[config.mk]
export PLATFORM = sky130hd
export DESIGN_NAME = lsu_tag_tracker
export DESIGN_NICKNAME = d
export VERILOG_FILES = /design/src/rtl/lsu_pkg.sv /design/src/rtl/lsu_lane_issue.sv /design/src/rtl/lsu_pend_table.sv /design/src/rtl/lsu_retire_pick.sv /design/src/rtl/lsu_tag_tracker.sv
export SDC_FILE = /design/constraint.sdc
export NUM_CORES = 1
export LEC_CHECK = 0
export ABC_AREA = 1
export CAP_MARGIN = 20
export CORE_UTILIZATION = 40
export CTS_BUF_LIST = sky130_fd_sc_hd__clkbuf_8
export DETAILED_ROUTE_END_ITERATION = 7
export DONT_BUFFER_PORTS = 1
export PLACE_DENSITY = 0.52
export SYNTH_ARGS = -nofsm -noshare
export SYNTH_HDL_FRONTEND = slang
export SYNTH_SLANG_ARGS = --single-unit
[constraint.sdc]
create_clock -name clk -period 4.18 [get_ports clk]
set_input_delay 1.045 -clock clk [delete_from_list [all_inputs] [get_ports clk]]
set_output_delay 1.045 -clock clk [all_outputs]
set_load 0.01 [all_outputs]
[src/rtl/lsu_pkg.sv]
package lsu_pkg;

    localparam int ADDR_W = 32;
    localparam int ID_W   = 8;
    localparam int LAT_W  = 16;

    typedef logic [ADDR_W-1:0] addr_t;
    typedef logic [ID_W-1:0]   id_t;
    typedef logic [LAT_W-1:0]  cyc_t;

    // Per-slot bookkeeping captured on acceptance
    typedef struct packed {
        id_t  id;
        logic store;
        cyc_t issue;
    } slot_meta_t;

    // Result word driven on the output port
    typedef struct packed {
        id_t  id;
        logic store;
        logic fence;
        cyc_t latency;
    } result_t;

    function automatic cyc_t elapsed(cyc_t now, cyc_t start);
        return now - start;
    endfunction

endpackage

[src/rtl/lsu_lane_issue.sv]
module lsu_lane_issue
    import lsu_pkg::*;
#(
    parameter int LANES = 4,
    parameter int TAG_W = 2
) (
    input  logic                    clk,
    input  logic                    rst,
    input  logic                    fire,
    input  logic [LANES-1:0]        mask,
    input  logic [LANES*ADDR_W-1:0] addr,
    input  logic                    write,
    input  logic [TAG_W-1:0]        tag,
    output logic [LANES-1:0]        req_valid,
    output logic [LANES*ADDR_W-1:0] req_addr,
    output logic [LANES-1:0]        req_write,
    output logic [LANES*TAG_W-1:0]  req_tag
);

    always_ff @(posedge clk) begin
        if (rst) begin
            req_valid <= '0;
        end else begin
            req_valid <= fire ? mask : '0;
        end
    end

    // Payload registers load only for lanes that fire
    always_ff @(posedge clk) begin
        for (int l = 0; l < LANES; l++) begin
            if (fire && mask[l]) begin
                req_addr[l*ADDR_W +: ADDR_W] <= addr[l*ADDR_W +: ADDR_W];
                req_write[l]                 <= write;
                req_tag[l*TAG_W +: TAG_W]    <= tag;
            end
        end
    end

endmodule

[src/rtl/lsu_pend_table.sv]
module lsu_pend_table
    import lsu_pkg::*;
#(
    parameter int LANES = 4,
    parameter int DEPTH = 4,
    parameter int TAG_W = 2
) (
    input  logic                   clk,
    input  logic                   rst,
    input  logic                   alloc_en,
    input  logic [LANES-1:0]       alloc_mask,
    input  slot_meta_t             alloc_meta,
    output logic [TAG_W-1:0]       alloc_idx,
    input  logic [LANES-1:0]       rsp_valid,
    input  logic [LANES*TAG_W-1:0] rsp_tag,
    input  logic                   release_en,
    input  logic [TAG_W-1:0]       release_idx,
    output slot_meta_t             release_meta,
    output logic [DEPTH-1:0]       done_vec,
    output logic                   full,
    output logic                   empty
);

    logic [DEPTH-1:0] valid_q;
    logic [LANES-1:0] pend_q [DEPTH];
    slot_meta_t       meta_q [DEPTH];
    logic [LANES-1:0] clr    [DEPTH];

    // Lowest free slot wins
    always_comb begin
        alloc_idx = '0;
        for (int e = DEPTH - 1; e >= 0; e--) begin
            if (!valid_q[e]) alloc_idx = TAG_W'(e);
        end
    end

    // Lane responses decoded into per-slot clear masks
    always_comb begin
        for (int e = 0; e < DEPTH; e++) begin
            for (int l = 0; l < LANES; l++) begin
                clr[e][l] = rsp_valid[l] && valid_q[e]
                         && (rsp_tag[l*TAG_W +: TAG_W] == TAG_W'(e));
            end
        end
    end

    always_comb begin
        for (int e = 0; e < DEPTH; e++) begin
            done_vec[e] = valid_q[e] && (pend_q[e] == '0);
        end
    end

    assign full         = &valid_q;
    assign empty        = ~|valid_q;
    assign release_meta = meta_q[release_idx];

    always_ff @(posedge clk) begin
        if (rst) begin
            valid_q <= '0;
            for (int e = 0; e < DEPTH; e++) pend_q[e] <= '0;
        end else begin
            for (int e = 0; e < DEPTH; e++) begin
                if (alloc_en && alloc_idx == TAG_W'(e)) begin
                    valid_q[e] <= 1'b1;
                    pend_q[e]  <= alloc_mask;
                end else begin
                    if (release_en && release_idx == TAG_W'(e)) valid_q[e] <= 1'b0;
                    pend_q[e] <= pend_q[e] & ~clr[e];
                end
            end
        end
    end

    always_ff @(posedge clk) begin
        for (int e = 0; e < DEPTH; e++) begin
            if (alloc_en && alloc_idx == TAG_W'(e)) meta_q[e] <= alloc_meta;
        end
    end

    AST_NO_OVERFLOW: assert property (@(posedge clk) disable iff (rst)
        alloc_en |-> !full);

    AST_RELEASE_ONLY_DONE: assert property (@(posedge clk) disable iff (rst)
        release_en |-> done_vec[release_idx]);

    for (genvar e = 0; e < DEPTH; e++) begin : g_slot_chk
        for (genvar l = 0; l < LANES; l++) begin : g_lane_chk
            AST_RSP_CLEARS_LANE: assert property (@(posedge clk) disable iff (rst)
                (rsp_valid[l] && valid_q[e] && rsp_tag[l*TAG_W +: TAG_W] == TAG_W'(e))
                |=> !pend_q[e][l]);
        end
    end

endmodule

[src/rtl/lsu_retire_pick.sv]
module lsu_retire_pick #(
    parameter int DEPTH = 4,
    parameter int TAG_W = 2
) (
    input  logic [DEPTH-1:0] done_vec,
    output logic             sel_valid,
    output logic [TAG_W-1:0] sel_idx
);

    always_comb begin
        sel_idx = '0;
        for (int e = DEPTH - 1; e >= 0; e--) begin
            if (done_vec[e]) sel_idx = TAG_W'(e);
        end
    end

    assign sel_valid = |done_vec;

endmodule

[src/rtl/lsu_tag_tracker.sv]
module lsu_tag_tracker
    import lsu_pkg::*;
#(
    parameter  int LANES = 4,
    parameter  int DEPTH = 4,
    localparam int TAG_W = (DEPTH > 1) ? $clog2(DEPTH) : 1
) (
    input  logic                    clk,
    input  logic                    rst,
    input  logic                    in_valid,
    output logic                    in_ready,
    input  logic [LANES-1:0]        in_mask,
    input  logic [LANES*ADDR_W-1:0] in_addr,
    input  logic                    in_store,
    input  logic                    in_fence,
    input  logic [ID_W-1:0]         in_id,
    output logic [LANES-1:0]        req_valid,
    output logic [LANES*ADDR_W-1:0] req_addr,
    output logic [LANES-1:0]        req_write,
    output logic [LANES*TAG_W-1:0]  req_tag,
    input  logic [LANES-1:0]        rsp_valid,
    input  logic [LANES*TAG_W-1:0]  rsp_tag,
    output logic                    out_valid,
    output logic [ID_W-1:0]         out_id,
    output logic                    out_store,
    output logic                    out_fence,
    output logic [LAT_W-1:0]        out_latency
);

    cyc_t             cyc_q;
    logic             hold_q;
    slot_meta_t       hold_meta_q;
    result_t          res_q;
    logic             res_valid_q;

    logic             accept;
    logic             alloc_en;
    logic [TAG_W-1:0] alloc_idx;
    slot_meta_t       new_meta;
    slot_meta_t       rel_meta;
    logic [DEPTH-1:0] done_vec;
    logic             tbl_full;
    logic             tbl_empty;
    logic             sel_valid;
    logic [TAG_W-1:0] sel_idx;
    logic             fence_fire;

    always_ff @(posedge clk) begin
        if (rst) cyc_q <= '0;
        else     cyc_q <= cyc_q + 1'b1;
    end

    // Stall on a held barrier, a full table, or a completion waiting to leave
    assign in_ready   = !hold_q && !tbl_full && !sel_valid;
    assign accept     = in_valid && in_ready;
    assign alloc_en   = accept && !in_fence;
    assign fence_fire = hold_q && tbl_empty;

    assign new_meta = '{id: in_id, store: in_store, issue: cyc_q};

    always_ff @(posedge clk) begin
        if (rst) begin
            hold_q <= 1'b0;
        end else if (accept && in_fence) begin
            hold_q <= 1'b1;
        end else if (fence_fire) begin
            hold_q <= 1'b0;
        end
    end

    always_ff @(posedge clk) begin
        if (accept && in_fence) hold_meta_q <= new_meta;
    end

    lsu_lane_issue #(
        .LANES (LANES),
        .TAG_W (TAG_W)
    ) u_issue (
        .clk       (clk),
        .rst       (rst),
        .fire      (alloc_en),
        .mask      (in_mask),
        .addr      (in_addr),
        .write     (in_store),
        .tag       (alloc_idx),
        .req_valid (req_valid),
        .req_addr  (req_addr),
        .req_write (req_write),
        .req_tag   (req_tag)
    );

    lsu_pend_table #(
        .LANES (LANES),
        .DEPTH (DEPTH),
        .TAG_W (TAG_W)
    ) u_table (
        .clk          (clk),
        .rst          (rst),
        .alloc_en     (alloc_en),
        .alloc_mask   (in_mask),
        .alloc_meta   (new_meta),
        .alloc_idx    (alloc_idx),
        .rsp_valid    (rsp_valid),
        .rsp_tag      (rsp_tag),
        .release_en   (sel_valid),
        .release_idx  (sel_idx),
        .release_meta (rel_meta),
        .done_vec     (done_vec),
        .full         (tbl_full),
        .empty        (tbl_empty)
    );

    lsu_retire_pick #(
        .DEPTH (DEPTH),
        .TAG_W (TAG_W)
    ) u_pick (
        .done_vec  (done_vec),
        .sel_valid (sel_valid),
        .sel_idx   (sel_idx)
    );

    always_ff @(posedge clk) begin
        if (rst) res_valid_q <= 1'b0;
        else     res_valid_q <= sel_valid || fence_fire;
    end

    always_ff @(posedge clk) begin
        if (sel_valid) begin
            res_q <= '{id: rel_meta.id, store: rel_meta.store, fence: 1'b0,
                       latency: elapsed(cyc_q, rel_meta.issue)};
        end else if (fence_fire) begin
            res_q <= '{id: hold_meta_q.id, store: hold_meta_q.store, fence: 1'b1,
                       latency: elapsed(cyc_q, hold_meta_q.issue)};
        end
    end

    assign out_valid   = res_valid_q;
    assign out_id      = res_q.id;
    assign out_store   = res_q.store;
    assign out_fence   = res_q.fence;
    assign out_latency = res_q.latency;

    AST_REQ_WITHIN_MASK: assert property (@(posedge clk) disable iff (rst)
        (req_valid & ~$past(in_mask)) == '0);

    AST_RESULT_FROM_DONE: assert property (@(posedge clk) disable iff (rst)
        (out_valid && !out_fence) |-> $past(done_vec != '0));

    AST_FENCE_AFTER_DRAIN: assert property (@(posedge clk) disable iff (rst)
        (out_valid && out_fence) |-> $past(tbl_empty));

endmodule

==> impl_results.md, run 1 <==
* Layout area overhead at 12.8%
* Wirelength per Cell at around 21 um
* Nets at about 1300
* Worst setup margin at approximately 0.42 ns
* Final worst path period need at 3.76 ns
* ANT nets after route at 0
* Vias per cell at slightly above 5
* Tightest Pin Transition at between 0.7 and 0.8 ns
* Top-area cell type share of the netlist area at 69.0%
* Slew Limit Fails at 0
* CP startpoint kind: register
* DP Area at between 0.01 and 0.015 sq mm
* Count of cell types in the netlist at 49
* Row cnt at 66
* CTS clk-pin slew, worst paths at ~0.060 ns
* Final hold vios at 0
* Mean Syn Cell Area at about 13 sq um
* Gate Count Post-Synth at 1034
* Total GRT Usage at about 19%
* Total CTS buffers at 53
* Post-synth top area cell: edfxtp_1
* Drt first-iter violations at 751
* Clk sinks at approximately 330
* Proportion of layout cells with a drive suffix above 1 at approximately 11%
* Most frequent cells in the layout: edfxtp_1 (306), nand2_1 (190), inv_1 (99), nand3_1 (82), nor2_1 (73)
* Ant diodes at 0
* CP Max Fanout at 25
* CORE AREA at 0.0326 sq mm
* CP Capture Type: register
* Met2 wire len at 16.5 mm
* Synth area leaders: edfxtp_1 (69%), nand2_1 (5.4%), dfxtp_1 (4.1%), nand3_1 (3.1%), ha_1 (2.9%)
* Outcome: finished clean
* Routed wire length at approximately 33 mm
* CTS H-tree depth at 2
* Die height at 184 um
* Max Cap Viol at 0
* Placed Cells at between 1000 and 1500
* Post-synthesis sequential area ratio at between 70% and 80%
* DR vias at 7999
* Vias in the first global route at a little under 8000
* Most common cell after layout, fill and taps aside: edfxtp_1
* Hold Path Class: reg2reg
* Tcrit/Tclk final at approximately nine tenths
* Congestion Overflow GR at 0
* Die width at 184 um
* Die area at about 0.034 sq mm
* Final setup viols at 0
* Slew headroom at between 40 and 50%
* Clock Path Buffers at 3
* PortBufs at 0
* Initial Utilization at about two fifths
* Ports at about 330
* Unrepaired setup endpoints after global routing: false
* Largest net degree at the start of global routing at 36
* Initial antenna violation count at 1
* GP Congestion at around 0.85
* Cell area after layout at roughly 0.015 sq mm
* Initial DRT Pass Iterations at 5
* Fin Clk Skew at about 0.011 ns
* Top Layer Used: met4
* Fillers at roughly 3000
* CP required at 4.52 ns
* CTS Hold Buffers Added at 0
* Static Leakage at between 5 and 6 nW
* TritonCTS clock tree: built
* Clk root buf: clkbuf_8
* First-pass GRT wire length at 48.4 mm
* Detailed placement HPWL at approximately 24 mm
* Worst Path Arrival at 4.11 ns
* DRC errors left at 0
* Worst vdd ir at roughly 0.17 mV
* WL met3 at 2.21 mm
* Synth Cell Area at approximately 0.013 sq mm
* DP Worst Slack at around 0.18 ns
* Setup TNS at 0 ns
* Crit Path Category: reg2reg
* F_max at 266 MHz
* Synth Warn # at 0
* Clk Latency, worst-skew pair at between 0.5 and 0.6 ns
* Pwr dens at 452 mW/mm^2
* DRT met1 WL at between 10 and 15 mm
* Fin cells at between 1500 and 2000
* Yosys reg bits at approximately 330
worst max-delay path, cell delays in order, from the launching register on:
cell      delay, ns
edfxtp_1       0.42
nor3_1         0.24
nand3_1        0.22
nand2_2        0.14
buf_4          0.32
nand2_1        0.08
nand3_1        0.10
o221ai_1       0.12
inv_1          0.08
ha_1           0.13
inv_1          0.06
fa_1           0.39
nand3_1        0.10
nand3_1        0.13
inv_1          0.10
nor2_1         0.04
nor2_1         0.20
o21ai_0        0.17
or2_2          0.31
nand3_1        0.06
o21ai_0        0.08
cells in the mapped netlist (all sizes together):
master and n:
edfxtp 306, nand2 197, inv 97, nand3 84, nor2 83, a21oi 57, o21ai 42, ha 31
dfxtp 27, nor3 15, o221ai 15, buf 12, o211ai 9, or2 7, clkbuf 6, xnor2 5
a21o 4, nand4 4, o311ai 4, o31ai 4, xor2 4, o21a 3, a31oi 2, and3 2
fa 2, nor3b 2, a211oi 1, a22o 1, a31o 1, clkinv 1, conb 1, nand3b 1
o211a 1, o21bai 1, o22ai 1, o32ai 1
metal layers:
layer	track usage, %	vias up
li1	-	3833
met1	23.9	3822
met2	32.1	295
met3	4.96	49
met4	7.00	0
met5	0	-
registers in the layout, indices dropped and copies added, names as in the netlist:
name and cells:
out_latency 16, u_issue.req_addr 128, u_table.pend_q 16, u_issue.req_tag 8
hold_meta_q 25, u_issue.req_valid 4, u_table.meta_q 100, cyc_q 16
out_id 8, out_store 1, u_table.valid_q 4, out_valid 1
out_fence 1, hold_q 1, u_issue.req_write 4
what timing repair did:
| item | 4_1_cts | 5_1_grt |
|---|---|---|
| resized for setup | 0 | 1 |
| buffers inserted | 0 | 0 |
| endpoints found under the setup margin | 0 | 4 |
kinds of logic (layout without fill, tap and decap cells):
family	after synthesis	in the layout	synth area share, %
buf+inv	116	213	3.46
flops	333	333	73.1
simple gates	395	395	13.0
fa+ha+maj	33	33	3.21
xor+xnor	9	9	0.592
other cells	1	16	0.0282
compound gates	147	147	6.62
path summary, 6_finish.rpt:
kind | to | cells after the start | slack [ns] | from
hold / removal | out_fence | 2 | 0.51 | out_fence
setup / recovery | out_latency[8] | 20 | 0.42 | u_table.pend_q[1][0]
setup reg to reg | out_latency[8] | 20 | 0.42 | u_table.pend_q[1][0]
hold reg to reg | out_fence | 2 | 0.51 | out_fence
cell type report:
| class | count | area, sq um | area share, % |
|---|---|---|---|
| clock buffers | 56 | 771 | 5.13 |
| repair buffers | 17 | 128 | 0.849 |
| well taps | 442 | 553 | 3.68 |
| clock inverters | 42 | 255 | 1.70 |
| flip-flops and latches | 333 | 9730 | 64.8 |
| inverters | 98 | 368 | 2.45 |
| multi-input cells | 600 | 3220 | 21.4 |
stage by stage:
stage	hold WS [ns]	total power, mW	util (%)
after floorplan	0.470	4.08	-
after global placement	0.500	4.18	42.9
after detailed placement	0.505	4.19	42.9
after CTS	0.486	6.87	46.0
after global routing	0.500	7.05	46.1
final	0.510	6.80	46.1
where the power goes:
group | switching (mW) | internal (mW) | total [mW] | leakage, nW
registers | 0.0841 | 3.76 | 3.84 | 3.05
logic | 0.189 | 0.0797 | 0.269 | 1.96
clock network | 1.26 | 1.43 | 2.69 | 0.573
total | 1.53 | 5.26 | 6.80 | 5.59
No activity file was read; power rests on OpenSTA's default activity.
==> run 2, diff against run 1 <==
PLACE_DENSITY = 0.54   (was 0.52)
clock period = 3.08 ns   (was 4.18 ns; I/O delays follow)
==> run 2 against run 1 <==
Combinational power increased by 79%. Critical path depth increased by 3. Critical path type unchanged. Wire length increased by 1.6%. Clock-buffer cell count increased by 2. Hold slack got worse by 0.26 ns. Non-clock buffer count increased by 95. First-iteration DRC count decreased by 24%. Register-to-register slack got worse by 0.35 ns. Maximum frequency increased by 25%. Die area unchanged. Total power increased by 37%.
==> impl_results.md, run 2 (synthesis results as in run 1) <==
* Hold Path Class: in2reg
* CORE AREA at 0.0326 sq mm (unchanged)
* Slew Limit Fails at 0 (unchanged)
* Tcrit/Tclk final at 97.9% (+7.9 points)
* TritonCTS clock tree: built
* Vias in the first global route at 8275 (+7.3%)
* Max FFs per register at 128 (unchanged)
* Setup TNS at 0 ns (unchanged)
* Global Route met3 Usage at 4.88% (-0.079 points)
* First-pass GRT wire length at 49.4 mm (+2.2%)
* Total GRT Usage at 19.5% (+0.30 points)
* Layout area overhead at 22.7%
* Hold Slack at 0.248 ns (-0.261 ns)
* Crit Path Category: reg2reg
* Max Cap Viol at 0 (unchanged)
* Wirelength per Cell at 20.1 um (-4.3%)
* Clk sinks at 333 (unchanged)
* DR vias at 8546 (+6.8%)
* Final worst path period need at 3.02 ns (-0.747 ns)
* CP startpoint kind: register
* Die width at 184 um (unchanged)
* GP Congestion at 0.884 (+4.1%)
* Initial DRT Pass Iterations at 4 (-1)
* Drt first-iter violations at 569 (-24%)
* Largest registers: u_issue.req_addr: 128 flops, u_table.meta_q: 100 flops, hold_meta_q: 25 flops
* Detailed placement HPWL at 24.0 mm (+1.7%)
* CTS H-tree depth at 2 (unchanged)
* Fin Clk Skew at 0.0355 ns (+0.0246 ns)
* Slew headroom at 60.4% (+12 points)
* F_max at 332 MHz (+25%)
* CP required at 3.45 ns (-1.07 ns)
* Clk Latency, worst-skew pair at 0.60 ns (about the same)
* Initial Utilization at 40.8% (unchanged)
* Worst R2R End: out_latency[14]
* Cell area after layout at 0.0163 sq mm (+8.8%)
* FF-to-FF Start: u_table.pend_q[3][3]
* PortBufs at 0 (unchanged)
* Congestion Overflow GR at 0 (unchanged)
* Unrepaired setup endpoints after global routing: true
* Die area at 0.0340 sq mm (unchanged)
* Pwr dens at 570 mW/mm^2 (+26%)
* Total CTS buffers at 54 (+1.9%)
* Outcome: finished clean
* R2R cell count at 23 (+15%)
* Static Leakage at 6.23 nW (+12%)
* CP Cell Sequence: nor2_2 > nand2_1 > nor2_2 > nand3_2 > nand2_4 > nand2_2 > nand3_2 > o221ai_2 > inv_1 > ha_2 > inv_2 > fa_2 > nand3_2 > nand3_4 > inv_4 > nor2_2 > nor2_2 > buf_6 > inv_2 > nand4_1 > nand3_1 > nand3_1 > nand2_1
* Initial antenna violation count at 4 (+3)
* GRT busiest layer: met2
* Worst vdd ir at 0.313 mV (+84%)
* DRC errors left at 0 (unchanged)
* Nets at 1389 (+7.4%)
* Clock Path Buffers at 3 (unchanged)
* Crit path capture: out_latency[14]
* Routed wire length at 33.9 mm (+1.6%)
* CP Capture Type: register
* DP Area at 0.0147 sq mm (+5.0%)
* Worst Path Arrival at 3.38 ns (-0.73 ns)
* Slowest Stage Delay on Critical Path at 0.41 ns (about the same)
* Critical-path top delay cell: edfxtp_1
* Clk root buf: clkbuf_8
* Final hold vios at 0 (unchanged)
* Ports at 329 (unchanged)
* Most frequent cells in the layout: edfxtp_1 (306), nand2_1 (176), inv_1 (95), buf_4 (95), nand3_1 (66)
* CP Max Fanout at 6 (-76%)
* Die height at 184 um (unchanged)
* Crit-path most repeated cell: nor2_2
* ANT nets after route at 0 (unchanged)
* Most flop-heavy register: u_issue.req_addr
* Vias per cell at 5.07 (+0.57%)
* R2R Setup Slk at 0.06 ns (-0.35 ns)
* Row cnt at 66 (unchanged)
* Tightest Pin Transition at 0.589 ns (-0.182 ns)
* CTS Hold Buffers Added at 0 (unchanged)
* Proportion of layout cells with a drive suffix above 1 at 25.4% (+14 points)
* Met1 global-route usage at 22.9% (-0.99 points)
* Met2 GRT Util at 34.3% (+2.2 points)
* Largest net degree at the start of global routing at 38 (+5.6%)
* Final setup viols at 0 (unchanged)
* Fillers at 2846 (-3.6%)
* Most common cell after layout, fill and taps aside: edfxtp_1
* Crit path launch: u_table.pend_q[3][3]
* CTS clk-pin slew, worst paths at 0.06 ns (about the same)
run 2: cell count changes in the layout (fill, tap and decap cells not counted), moves of 13 or more:
cell,previous run,this run
nand2_1,190,176
o21ai_0,31,18
nand3_1,82,66
buf_4,17,95
nand3_2,1,15
run 2: how the worst min path moves through the flow:
stage	slack [ns]	to	start	cells after the start
2_1_floorplan	0.47	out_fence	out_fence	2
3_3_place_gp	0.49	hold_meta_q[7]	cyc_q[7]	0
3_5_place_dp	0.48	hold_meta_q[7]	cyc_q[7]	0
4_1_cts	0.20	cyc_q[1]	rst	1
5_1_grt	0.21	cyc_q[1]	rst	1
6_report	0.25	cyc_q[1]	rst	1
run 2: per-stage QoR:
stage	setup WS, ns	cells	power (mW)	utilization, %
CTS	0.00651	1667	9.39	48.5
finish	0.0637	1687	9.32	50.1
global placement	-0.0714	1562	5.73	45.0
global route	-0.218	1686	9.68	50.1
detailed placement	-0.124	1562	5.73	45.0
floorplan	0.00580	1049	5.54	-
run 2: timing repair:
item,in CTS,in global routing
endpoints found under the setup margin,7,12
cloned,0,1
buffers inserted,5,20
resized for setup,12,103
pin swaps,6,48
run 2: area by class of cell:
type	count	area [sq um]	area share, %
Sequential cell	333	9730	59.5
Timing Repair Buffer	112	1020	6.26
Clock inverter	42	236	1.45
Clock buffer	58	798	4.88
Antenna cell	2	5.00	0.0306
Tap cell	442	553	3.38
Inverter	98	373	2.28
Multi-Input combinational cell	600	3630	22.2
run 2: layer usage:
metal,vias up,part of all wire (%)
met2,322,51
met3,66,6.8
li1,4033,-
met5,-,0.068
met4,4,2.9
met1,4121,39
run 2: critical path: cells and delay by family, from the launching register on:
| family | cells | cell delay (ns) |
|---|---|---|
| AO/OA/AOI/OAI | 1 | 0.09 |
| adder cells (fa/ha/maj) | 2 | 0.52 |
| buffers and inverters | 5 | 0.32 |
| flip-flops | 1 | 0.41 |
| AND/OR/NAND/NOR | 15 | 1.45 |
run 2: report_power, final:
group / internal (mW) / switching, mW
sequential: 5.10 / 0.113
clock: 1.91 / 1.71
combinational: 0.187 / 0.295
